$ cat src/rtl/mb_out_pkg.sv
package mb_out_pkg;
  localparam int unsigned PIX_W         = 8;
  localparam int unsigned PIX_PER_WORD  = 4;
  localparam int unsigned WORD_W        = PIX_W * PIX_PER_WORD;
  localparam int unsigned LUMA_ROWS     = 16;
  localparam int unsigned WORDS_PER_ROW = LUMA_ROWS / PIX_PER_WORD;
  localparam int unsigned LUMA_WORDS    = LUMA_ROWS * WORDS_PER_ROW;
  localparam int unsigned CHROMA_WORDS  = LUMA_WORDS / 2;
  localparam int unsigned MB_WORDS      = LUMA_WORDS + CHROMA_WORDS;
  localparam int unsigned ADDR_W        = $clog2(MB_WORDS);
  localparam int unsigned ROW_AW        = $clog2(LUMA_ROWS);
  localparam int unsigned COL_AW        = $clog2(WORDS_PER_ROW);

  typedef logic [1:0] pic_struct_t;
  localparam pic_struct_t PS_NONE  = 2'd0;
  localparam pic_struct_t PS_TOP   = 2'd1;
  localparam pic_struct_t PS_BOT   = 2'd2;
  localparam pic_struct_t PS_FRAME = 2'd3;

  typedef enum logic [2:0] {
    ST_IDLE, ST_PRE, ST_GAP, ST_SEND, ST_END
  } seq_state_e;
endpackage

$ cat src/rtl/mb_buf.sv
module mb_buf #(
  parameter int unsigned DEPTH = 96,
  parameter int unsigned DW    = 32,
  parameter int unsigned AW    = 7
) (
  input  logic          clk_i,
  input  logic          rst_ni,
  input  logic          we_i,
  input  logic [AW-1:0] waddr_i,
  input  logic [DW-1:0] wdata_i,
  input  logic          rd_en_i,
  input  logic [AW-1:0] raddr_i,
  output logic [DW-1:0] rdata_o
);
  logic [DW-1:0] mem_q [DEPTH];

  always_ff @(posedge clk_i) begin
    if (we_i) mem_q[waddr_i] <= wdata_i;
  end

  // zero outside the read window keeps the bus quiet between macroblocks
  always_ff @(posedge clk_i or negedge rst_ni) begin
    if (!rst_ni)      rdata_o <= '0;
    else if (rd_en_i) rdata_o <= mem_q[raddr_i];
    else              rdata_o <= '0;
  end
endmodule

$ cat src/rtl/mb_addr_map.sv
module mb_addr_map import mb_out_pkg::*; (
  input  logic [ADDR_W-1:0] word_i,
  input  logic              field_i,
  output logic [ADDR_W-1:0] addr_o
);
  localparam int unsigned PAD_W = ADDR_W - ROW_AW - COL_AW;

  logic [ROW_AW-1:0] row, src_row;
  logic [COL_AW-1:0] col;
  logic              is_luma;

  assign col     = word_i[COL_AW-1:0];
  assign row     = word_i[COL_AW +: ROW_AW];
  assign is_luma = word_i < ADDR_W'(LUMA_WORDS);
  // row r -> 2r for the upper half, 2(r-half)+1 for the lower half
  assign src_row = {row[ROW_AW-2:0], row[ROW_AW-1]};

  always_comb begin
    addr_o = word_i;
    if (field_i && is_luma) addr_o = {{PAD_W{1'b0}}, src_row, col};
  end
endmodule

$ cat src/rtl/mb_seq_ctrl.sv
module mb_seq_ctrl import mb_out_pkg::*; #(
  parameter int unsigned MB_COLS = 3,
  parameter int unsigned MB_ROWS = 2,
  parameter int unsigned PIC_GAP = 129,
  parameter int unsigned MB_GAP  = 2,
  parameter int unsigned PRE_CYC = 2
) (
  input  logic              clk_i,
  input  logic              rst_ni,
  input  logic              pic_req_i,
  input  pic_struct_t       pic_struct_i,
  input  logic              first_top_i,
  input  logic              field_dct_i,
  input  logic              wait_i,
  output logic              send_o,
  output logic [ADDR_W-1:0] word_o,
  output logic              field_o,
  output logic              slice_o,
  output logic              pdwin_o,
  output pic_struct_t       pstr_o,
  output logic              ffpn_o
);
  localparam int unsigned COL_W   = (MB_COLS > 1) ? $clog2(MB_COLS) : 1;
  localparam int unsigned ROW_W   = (MB_ROWS > 1) ? $clog2(MB_ROWS) : 1;
  localparam int unsigned GAP_W   = $clog2(PIC_GAP + 1);
  localparam int unsigned CNT_MAX = (PRE_CYC > MB_GAP) ? PRE_CYC : MB_GAP;
  localparam int unsigned CNT_W   = $clog2(CNT_MAX + 1);

  seq_state_e        state_q;
  logic [GAP_W-1:0]  gap_q;
  logic [CNT_W-1:0]  cnt_q;
  logic [ADDR_W-1:0] word_q;
  logic [COL_W-1:0]  col_q;
  logic [ROW_W-1:0]  row_q;
  logic              field_q, slice_q, pdwin_q, ffpn_q;
  pic_struct_t       pstr_q;

  always_ff @(posedge clk_i or negedge rst_ni) begin
    if (!rst_ni) begin
      state_q <= ST_IDLE;
      gap_q   <= '0;
      cnt_q   <= '0;
      word_q  <= '0;
      col_q   <= '0;
      row_q   <= '0;
      field_q <= 1'b0;
      slice_q <= 1'b0;
      pdwin_q <= 1'b0;
      pstr_q  <= PS_NONE;
      ffpn_q  <= 1'b1;
    end else begin
      case (state_q)
        ST_IDLE: begin
          if (gap_q < GAP_W'(PIC_GAP)) begin
            gap_q <= gap_q + 1'b1;
          end else if (pic_req_i && pic_struct_i != PS_NONE) begin
            pstr_q  <= pic_struct_i;
            ffpn_q  <= ~first_top_i;
            cnt_q   <= '0;
            state_q <= ST_PRE;
          end
        end
        ST_PRE: begin
          if (cnt_q == CNT_W'(PRE_CYC - 1)) begin
            pdwin_q <= 1'b1;
            cnt_q   <= '0;
            state_q <= ST_GAP;
          end else begin
            cnt_q <= cnt_q + 1'b1;
          end
        end
        ST_GAP: begin
          if (cnt_q >= CNT_W'(MB_GAP - 1) && !wait_i) begin
            word_q  <= '0;
            field_q <= field_dct_i && (pstr_q == PS_FRAME);
            if (col_q == '0) slice_q <= 1'b1;
            state_q <= ST_SEND;
          end else if (cnt_q < CNT_W'(MB_GAP - 1)) begin
            cnt_q <= cnt_q + 1'b1;
          end
        end
        ST_SEND: begin
          word_q <= word_q + 1'b1;
          if (word_q == ADDR_W'(MB_WORDS - 1)) begin
            cnt_q <= '0;
            if (col_q == COL_W'(MB_COLS - 1)) begin
              col_q   <= '0;
              slice_q <= 1'b0;
              if (row_q == ROW_W'(MB_ROWS - 1)) begin
                row_q   <= '0;
                state_q <= ST_END;
              end else begin
                row_q   <= row_q + 1'b1;
                state_q <= ST_GAP;
              end
            end else begin
              col_q   <= col_q + 1'b1;
              state_q <= ST_GAP;
            end
          end
        end
        ST_END: begin
          pdwin_q <= 1'b0;
          pstr_q  <= PS_NONE;
          ffpn_q  <= 1'b1;
          gap_q   <= '0;
          state_q <= ST_IDLE;
        end
        default: state_q <= ST_IDLE;
      endcase
    end
  end

  assign send_o  = (state_q == ST_SEND);
  assign word_o  = word_q;
  assign field_o = field_q;
  assign slice_o = slice_q;
  assign pdwin_o = pdwin_q;
  assign pstr_o  = pstr_q;
  assign ffpn_o  = ffpn_q;
endmodule

$ cat src/rtl/mb_out_seq.sv
module mb_out_seq import mb_out_pkg::*; #(
  parameter int unsigned MB_COLS = 3,
  parameter int unsigned MB_ROWS = 2,
  parameter int unsigned PIC_GAP = 129,
  parameter int unsigned MB_GAP  = 2,
  parameter int unsigned PRE_CYC = 2
) (
  input  logic              clk_i,
  input  logic              rst_ni,
  input  logic              buf_we_i,
  input  logic [ADDR_W-1:0] buf_waddr_i,
  input  logic [WORD_W-1:0] buf_wdata_i,
  input  logic              pic_req_i,
  input  logic [1:0]        pic_struct_i,
  input  logic              first_top_i,
  input  logic              field_dct_i,
  input  logic              wait_i,
  output logic              pic_win_o,
  output logic [1:0]        pic_struct_o,
  output logic              first_fld_n_o,
  output logic              slice_win_o,
  output logic              mb_win_o,
  output logic              mb_fld_o,
  output logic [WORD_W-1:0] pix_o
);
  logic              send, field, slice;
  logic [ADDR_W-1:0] word, raddr;

  mb_seq_ctrl #(
    .MB_COLS(MB_COLS), .MB_ROWS(MB_ROWS), .PIC_GAP(PIC_GAP),
    .MB_GAP(MB_GAP), .PRE_CYC(PRE_CYC)
  ) i_ctrl (
    .clk_i       (clk_i),
    .rst_ni      (rst_ni),
    .pic_req_i   (pic_req_i),
    .pic_struct_i(pic_struct_i),
    .first_top_i (first_top_i),
    .field_dct_i (field_dct_i),
    .wait_i      (wait_i),
    .send_o      (send),
    .word_o      (word),
    .field_o     (field),
    .slice_o     (slice),
    .pdwin_o     (pic_win_o),
    .pstr_o      (pic_struct_o),
    .ffpn_o      (first_fld_n_o)
  );

  mb_addr_map i_map (
    .word_i (word),
    .field_i(field),
    .addr_o (raddr)
  );

  mb_buf #(.DEPTH(MB_WORDS), .DW(WORD_W), .AW(ADDR_W)) i_buf (
    .clk_i  (clk_i),
    .rst_ni (rst_ni),
    .we_i   (buf_we_i),
    .waddr_i(buf_waddr_i),
    .wdata_i(buf_wdata_i),
    .rd_en_i(send),
    .raddr_i(raddr),
    .rdata_o(pix_o)
  );

  // strobes take the buffer's read latency so they line up with pix_o
  always_ff @(posedge clk_i or negedge rst_ni) begin
    if (!rst_ni) begin
      mb_win_o    <= 1'b0;
      slice_win_o <= 1'b0;
      mb_fld_o    <= 1'b0;
    end else begin
      mb_win_o    <= send;
      slice_win_o <= slice;
      mb_fld_o    <= field;
    end
  end
endmodule

$ cat config.mk
export PLATFORM = sky130hd
export DESIGN_NAME = mb_out_seq
export DESIGN_NICKNAME = d
export VERILOG_FILES = /design/src/rtl/mb_out_pkg.sv /design/src/rtl/mb_buf.sv /design/src/rtl/mb_addr_map.sv /design/src/rtl/mb_seq_ctrl.sv /design/src/rtl/mb_out_seq.sv
export SDC_FILE = /design/constraint.sdc
export NUM_CORES = 2
export LEC_CHECK = 0
export ABC_AREA = 1
export BUFFER_PORTS_ARGS = -buffer_cell sky130_fd_sc_hd__buf_4
export CELL_PAD_IN_SITES_DETAIL_PLACEMENT = 1
export CELL_PAD_IN_SITES_GLOBAL_PLACEMENT = 1
export CORE_MARGIN = 4
export CORE_UTILIZATION = 35
export DETAILED_ROUTE_END_ITERATION = 16
export GPL_ROUTABILITY_DRIVEN = 0
export HOLD_SLACK_MARGIN = 0.1
export PLACE_DENSITY = 0.66
export SLEW_MARGIN = 5
export SYNTH_ARGS = -nofsm -noshare
export SYNTH_HDL_FRONTEND = slang
export SYNTH_SLANG_ARGS = --single-unit
export TNS_END_PERCENT = 30
$ cat constraint.sdc
create_clock -name clk_i -period 2.9 [get_ports clk_i]
set_input_delay 0.29 -clock clk_i [delete_from_list [all_inputs] [get_ports clk_i]]
set_output_delay 0.29 -clock clk_i [all_outputs]
set_load 0.01 [all_outputs]
# ---- Word level (Yosys, flattened, before mapping)
# Memories as Yosys holds them, arrays and structs flattened.
# Cells that the tools add are included.
# W data, S select, Z words.
dict set report word_totals {
  reg_bits 64
  mem_bits_rw 3072
  inputBits 48
  output_inout_bits 39
  word_cells 104
  mem_count 1
}
# memory words width rd rd_clocked_by_memory_dff wr line_no
set memory_table {}
lappend memory_table {i_buf.mem_q 96 32 1 0 1 mb_buf.sv:15} ;# logic [DW-1:0] mem_q [DEPTH];
dict set report op_classes {
  addsub 5
  n_lt_le_gt_ge 4
  n_eq_ne 18
  muxes 38
  n_bitwise 1
  n_reduce_logical 22
}
# cell n
set ops {}
lappend ops {{$mux W32} 1}
lappend ops {{$mux W3} 7}
lappend ops {{$mux W2} 9}
lappend ops {{$ne A2 B1 Y1 const B} 8}
lappend ops {{$pmux W8 S2} 1}
lappend ops {{$mux W7} 2}
lappend ops {{$pmux W7 S2} 1}
lappend ops {{$pmux W3 S4} 1}
lappend ops {{$mux W1} 10}
lappend ops {{$reduce_and A2 Y1} 5}
lappend ops {{$reduce_and A5 Y1} 2}
lappend ops {{$add A8 B1 Y8 const B} 1}
lappend ops {{$lt A8 B8 Y1 const B} 1}
lappend ops {{$mux W8} 1}
lappend ops {{$pmux W2 S4} 1}
lappend ops {{$reduce_bool A2 Y1} 4}
lappend ops {{$add A7 B1 Y7 const B} 1}
lappend ops {{$eq A7 B7 Y1 const B} 1}
lappend ops {{$lt A7 B7 Y1 const B} 1}
lappend ops {{$eq A3 B2 Y1 const B} 2}
lappend ops {{$pmux W1 S2} 3}
lappend ops {{$reduce_and A3 Y1} 2}
lappend ops {{$reduce_and A6 Y1} 1}
lappend ops {{$add A2 B1 Y2 const B} 2}
lappend ops {{15 further kinds} 20}

# ---- Longest topological paths before layout
dict set report logic_depth {
  word_depth 5
  ltp_mapped 16
  ltp_nobuf 14
}

# ---- Hierarchy
# A second synthesis with hierarchy kept.
dict set report hier_totals {
  cells_unflattened 10415
  hier_area_um2 126164.8
}
# module instances cells_each area_per_inst_um2 seq_area_each_um2
set modules_own_cells {}
lappend modules_own_cells {mb_buf 1 10184 124343.0 93049.2}
lappend modules_own_cells {mb_seq_ctrl 1 211 1667.8 726.9}
lappend modules_own_cells {mb_addr_map 1 17 78.8 0.0}
lappend modules_own_cells {mb_out_seq 1 3 75.1 75.1}

# ---- Least setup slack after synthesis
# OpenSTA, ideal clock, no wires.
dict set report synth_timing {
  path_type {in2reg}
  start {input port buf_we_i}
  end {memory i_buf.mem_q[43][0] (enable)}
  setup_time_ps 421
  arrival_ps 2206
  required_ps 2479
  setup_slack_ps 273
  path_stages 3
  path_buffers 1
  cell_sequence {clkbuf_1 > nand3_1 > nor2_1}
}
dict set report synth_between {
  elab_chain_cells 2
}
# item line_no
set synth_lines {}
lappend synth_lines {{start: declaration} mb_out_seq.sv:10} ;# input logic buf_we_i,
lappend synth_lines {{$mux W1} mb_buf.sv:18} ;# if (we_i) mem_q[waddr_i] <= wdata_i;
lappend synth_lines {{$mux W1 (not written as such)} mb_buf.sv:18}
lappend synth_lines {{end: declaration} mb_buf.sv:15}
# No other way between the ends.

# ---- Worst setup path in the final report
dict set report layout_timing {
  start {register i_ctrl.field_q (netlist: i_ctrl.field_o)}
  end {register i_buf.rdata_o[12]}
}
dict set report layout_between {
  elab_chain_cells 4
}
# item line_no
set layout_lines {}
lappend layout_lines {{start: declaration} mb_seq_ctrl.sv:35} ;# logic field_q, slice_q, pdwin_q, ffpn_q;
lappend layout_lines {{start signal: assignment} mb_seq_ctrl.sv:75} ;# field_q <= field_dct_i && (pstr_q == PS_FRAME);
lappend layout_lines {{$logic_and A1 B1 Y1} mb_addr_map.sv:20} ;# if (field_i && is_luma) addr_o = {{PAD_W{1'b0}}, src_row, col};
lappend layout_lines {{$mux W7} mb_addr_map.sv:20}
lappend layout_lines {{$mem_v2 Z96 W32} --}
lappend layout_lines {{$mux W32} mb_buf.sv:24} ;# else if (rd_en_i) rdata_o <= mem_q[raddr_i];
lappend layout_lines {{end signal: assignment} mb_buf.sv:24}
lappend layout_lines {{end: declaration} mb_buf.sv:13} ;# output logic [DW-1:0] rdata_o
# No other way between the ends.
# A chain may end at the register's enable or synchronous reset.

==> metrics.md <==
| Metric | Value |
|---|---|
| Finished Core Util | `a little over two fifths` |
| Slew HR | `17.4%` |
| Port Buffer Count | `86` |
| Syn_area_per_cell | `12.1 um^2` |
| Clock latency on the worst-skew pair | `between 0.9 and 1 ns` |
| Crit Path Category | `flop to flop` |
| Area delta synth->final | `19.0%` |
| Slowest cell on crit path | `dfrtp_1` |
| Initial antenna violation count | `31` |
| Post-DR wirelength/cell | `28.3 um` |
| Post-synth cell types | `38` |
| Clock Path Buffers | `4` |
| Initial drt markers | `about 10,000` |
| Top cell types by occurrence after synthesis | `nand2_1 (3,438), edfxtp_1 (3,072), nand3_1 (2,706)` |
| Post-Syn Area | `roughly 0.13 mm^2` |
| FF-to-FF Start | `i_ctrl.field_o` |
| Hold WC Path Type | `input pin to flop` |
| Root buffer cell | `clkbuf_16` |
| RSZ-0062 raised after global routing | `true` |
| Syn. warnings | `0` |
| Arrival time at the worst endpoint | `3.73 ns` |
| Synth area leaders | `edfxtp_1 (73%), nand3_1 (11%), nand2_1 (10%)` |
| R2R Setup Slk | `0.03 ns` |
| Synth Flop Type | `edfxtp_1` |
| TritonCTS Buffers | `331` |
| Yosys top cell area share | `73.3%` |
| EDFF count, synth | `between 3,000 and 4,000` |
| Largest stage delay, worst path | `0.42 ns` |
| Site Rows | `219` |
| IO Pins | `87` |
| Setup ws final | `0.0331 ns` |
| Nets | `10,900` |
| Drt total wl | `approximately 450 mm` |
| CP Launch Type | `flop` |
| Most numerous cell in the Yosys netlist | `nand2_1` |
| Hold path depth | `5` |
| NetSw | `19,600 uW` |
| Count of final setup violators | `0` |
| DIE AREA | `around 0.37 mm^2` |
| Final period utilization | `98.9%` |
| Fin. max-slew vios | `0` |
| Starting density of the core | `35.3%` |
| DRT Pass-1 Iters | `6` |
| Reg power frac | `53.0%` |
| Final HPWL DP | `~260 mm` |
| Max cap viols | `0` |
| Final Hold Viols | `0` |
| Largest net degree at the start of global routing | `104` |
| Total routing usage reported by global routing | `23.6%` |
| Critical path cell sequence | `buf_12 -> nand2_4 -> nand2_1 -> nand2_8 -> buf_16 -> buf_12 -> nand3_1 -> nand2_1 -> nand2_1 -> nand2_1 -> nand2_1 -> nand3_1 -> buf_4 -> a21oi_4 -> nor2_2` |
| Seq cells post-synth | `3,136` |
| PD cells | `630 mW/mm^2` |
| Reg-to-reg endpoint | `i_buf.rdata_o[12]` |
| Max VDD drop | `0.418 mV` |
| Clock network power share | `45.4%` |
| Origin of the worst min-delay path | `buf_waddr_i[5]` |
| Routed Antenna Nets | `0` |
| Fill cell count | `around 37,000` |
| Crit-path most repeated cell | `nand2_1` |
| Switching Share | `20.8%` |
| Vias/cell | `5.58` |
| Min cycle time layout | `around 2.9 ns` |
| Endpoint, Worst Hold | `i_buf.mem_q[60][21]` |
| Layout cells sized above 1 | `12.3%` |
| Core Region | `0.357 mm^2` |
| Number of global-route vias before repair | `91,900` |
| Worst EP required | `3.76 ns` |
| Combinational share of power | `1.6%` |
| Clk_skew | `0.0571 ns` |
| Internal Power | `74,700 uW` |
| DIE HEIGHT | `608 um` |
| Leakage | `between 0.05 and 0.06 uW` |
| DP Area | `around 0.14 mm^2` |
| Yosys top cell by area | `edfxtp_1` |
| Worst-path maximum fanout | `37` |
| Pwr Total | `between 90,000 and 100,000 uW` |
| CTS Sinks | `around 3,100` |
| Clock-pin slew on the worst setup and hold paths | `0.06 ns` |
| Global route overflow | `0` |
| Die Width | `between 600 and 700 um` |
| Tightest Pin Transition | `roughly 1.2 ns` |
| DRC viols | `0` |
| Sequential area share after synthesis | `74.6%` |
| Reg2reg path depth | `15` |
| TNS Setup | `0 ns` |
| FFs w/ async S/R, synth | `2.04%` |
| CTS tree | `done` |
| Crit. End Element | `flop` |
| Dpl ws | `-0.293 ns` |
| First-pass GRT wire length | `646 mm` |
| Post-Synthesis Cells | `10,400` |
| Fmax | `about 350 MHz` |
| H-tree depth | `5` |
| Fin area | `0.150 mm^2` |
| Status | `finished, final reports clean` |
| Syn_nets | `10,500` |
| Via count | `88,600` |
worst max path at each step:
stage | endpoint | start | cells after the start | slack, ns
finish | i_buf.rdata_o[12] | i_ctrl.field_o | 15 | 0.03
global placement | i_buf.rdata_o[6] | i_ctrl.word_o[6] | 14 | -0.27
floorplan | i_buf.mem_q[43][0] | buf_we_i | 3 | 0.27
global route | i_buf.rdata_o[26] | i_ctrl.word_o[0] | 11 | -0.07
detailed placement | i_buf.rdata_o[12] | i_ctrl.field_o | 14 | -0.29
CTS | i_buf.rdata_o[4] | i_ctrl.word_o[6] | 15 | -0.007
stage by stage:
step | instances | hold slack [ns]
global route | 15900 | 0.218
CTS | 15900 | 0.160
detailed placement | 15200 | 0.374
floorplan | 10400 | -0.00559
global placement | 15200 | 0.362
finish | 15900 | 0.239
kinds of logic (layout without fill, tap and decap cells):
group           count (synthesis)  after routing  share of synthesized area, %
buf+inv                       741           1449                          2.87
other cells                     0              8                             0
compound gates                194            194                         0.827
flops                        3136           3136                          74.6
mux                             1              1                       0.00894
xor+xnor                        1              1                       0.00696
simple gates                 6349           6349                          21.7
fa+ha+maj                       7              7                        0.0696
area by class of cell:
| cell class | count | area (um^2) | share of cell area (%) |
|---|---|---|---|
| clock inverter | 198 | 2000 | 1.33 |
| tap | 4751 | 5940 | 3.97 |
| timing repair buffer | 781 | 9440 | 6.31 |
| sequential | 3136 | 93900 | 62.7 |
| inverter | 66 | 292 | 0.195 |
| clock buffer | 404 | 8800 | 5.87 |
| multi-input combinational | 6552 | 29400 | 19.6 |
| antenna | 8 | 20.0 | 0.0134 |
layer usage:
metal  part of all wire, %  up-vias  global-route usage [%]  wire length [um]
met1                    41    46200                    31.7            182000
li1                      -    38000                       -                 -
met5                 0.018        -                       0                79
met2                    47     3720                    38.7            213000
met4                   4.4       12                    9.47             19800
met3                   7.6      745                    3.50             34100
critical path: cells and delay by family (launching register included):
| kind | cells | cell delay, ns |
|---|---|---|
| and+or+nand+nor | 10 | 1.37 |
| AOI/OAI and AO/OA | 1 | 0.09 |
| DFF | 1 | 0.42 |
| buffers and inverters | 4 | 0.85 |
flip-flops by register name (all words and copies together) (netlist names), 2 cells and up:
name,flops
i_ctrl.col_q,2
i_ctrl.gap_q,8
i_ctrl.cnt_q,2
i_buf.mem_q,3072
i_ctrl.word_o,7
i_ctrl.state_q,3
i_buf.rdata_o,32
i_ctrl.pstr_o,2
cells in the final DEF, fill, tap and decap left out, types with 13 or more instances in the layout:
| cell | n |
|---|---|
| o21ai_1 | 19 |
| clkbuf_1 | 58 |
| nor2_1 | 81 |
| dlygate4sd3_1 | 46 |
| clkbuf_16 | 346 |
| o22ai_1 | 16 |
| buf_12 | 242 |
| buf_16 | 14 |
| dfrtp_1 | 60 |
| clkinv_2 | 66 |
| nor3_1 | 13 |
| clkinv_1 | 64 |
| nor2_4 | 97 |
| nand3_2 | 22 |
| inv_1 | 59 |
| buf_4 | 463 |
| nand2_1 | 3431 |
| edfxtp_1 | 3072 |
| nand3_1 | 2682 |
| bufinv_16 | 32 |
| a21oi_1 | 59 |
| o21ai_0 | 75 |
power groups by stage:
stage          registers, uW  logic (uW)  clock network, uW
2_1_floorplan          50900         134                  0
3_3_place_gp           50900        1380                  0
3_5_place_dp           50900        1450                  0
4_1_cts                50000        1510              43500
5_1_grt                49900        1590              45400
6_report               50000        1520              42900
what timing repair did:
item | CTS | global route
resized for setup | 30 | 42
hold buffers | 47 | 0
pin swaps | 1 | 4
gates cloned | 0 | 7
setup buffers | 3 | 5
endpoints found under the hold margin | 1598 | 0
setup endpoints to repair | 14 | 30
No activity file was read; power rests on OpenSTA's default activity.
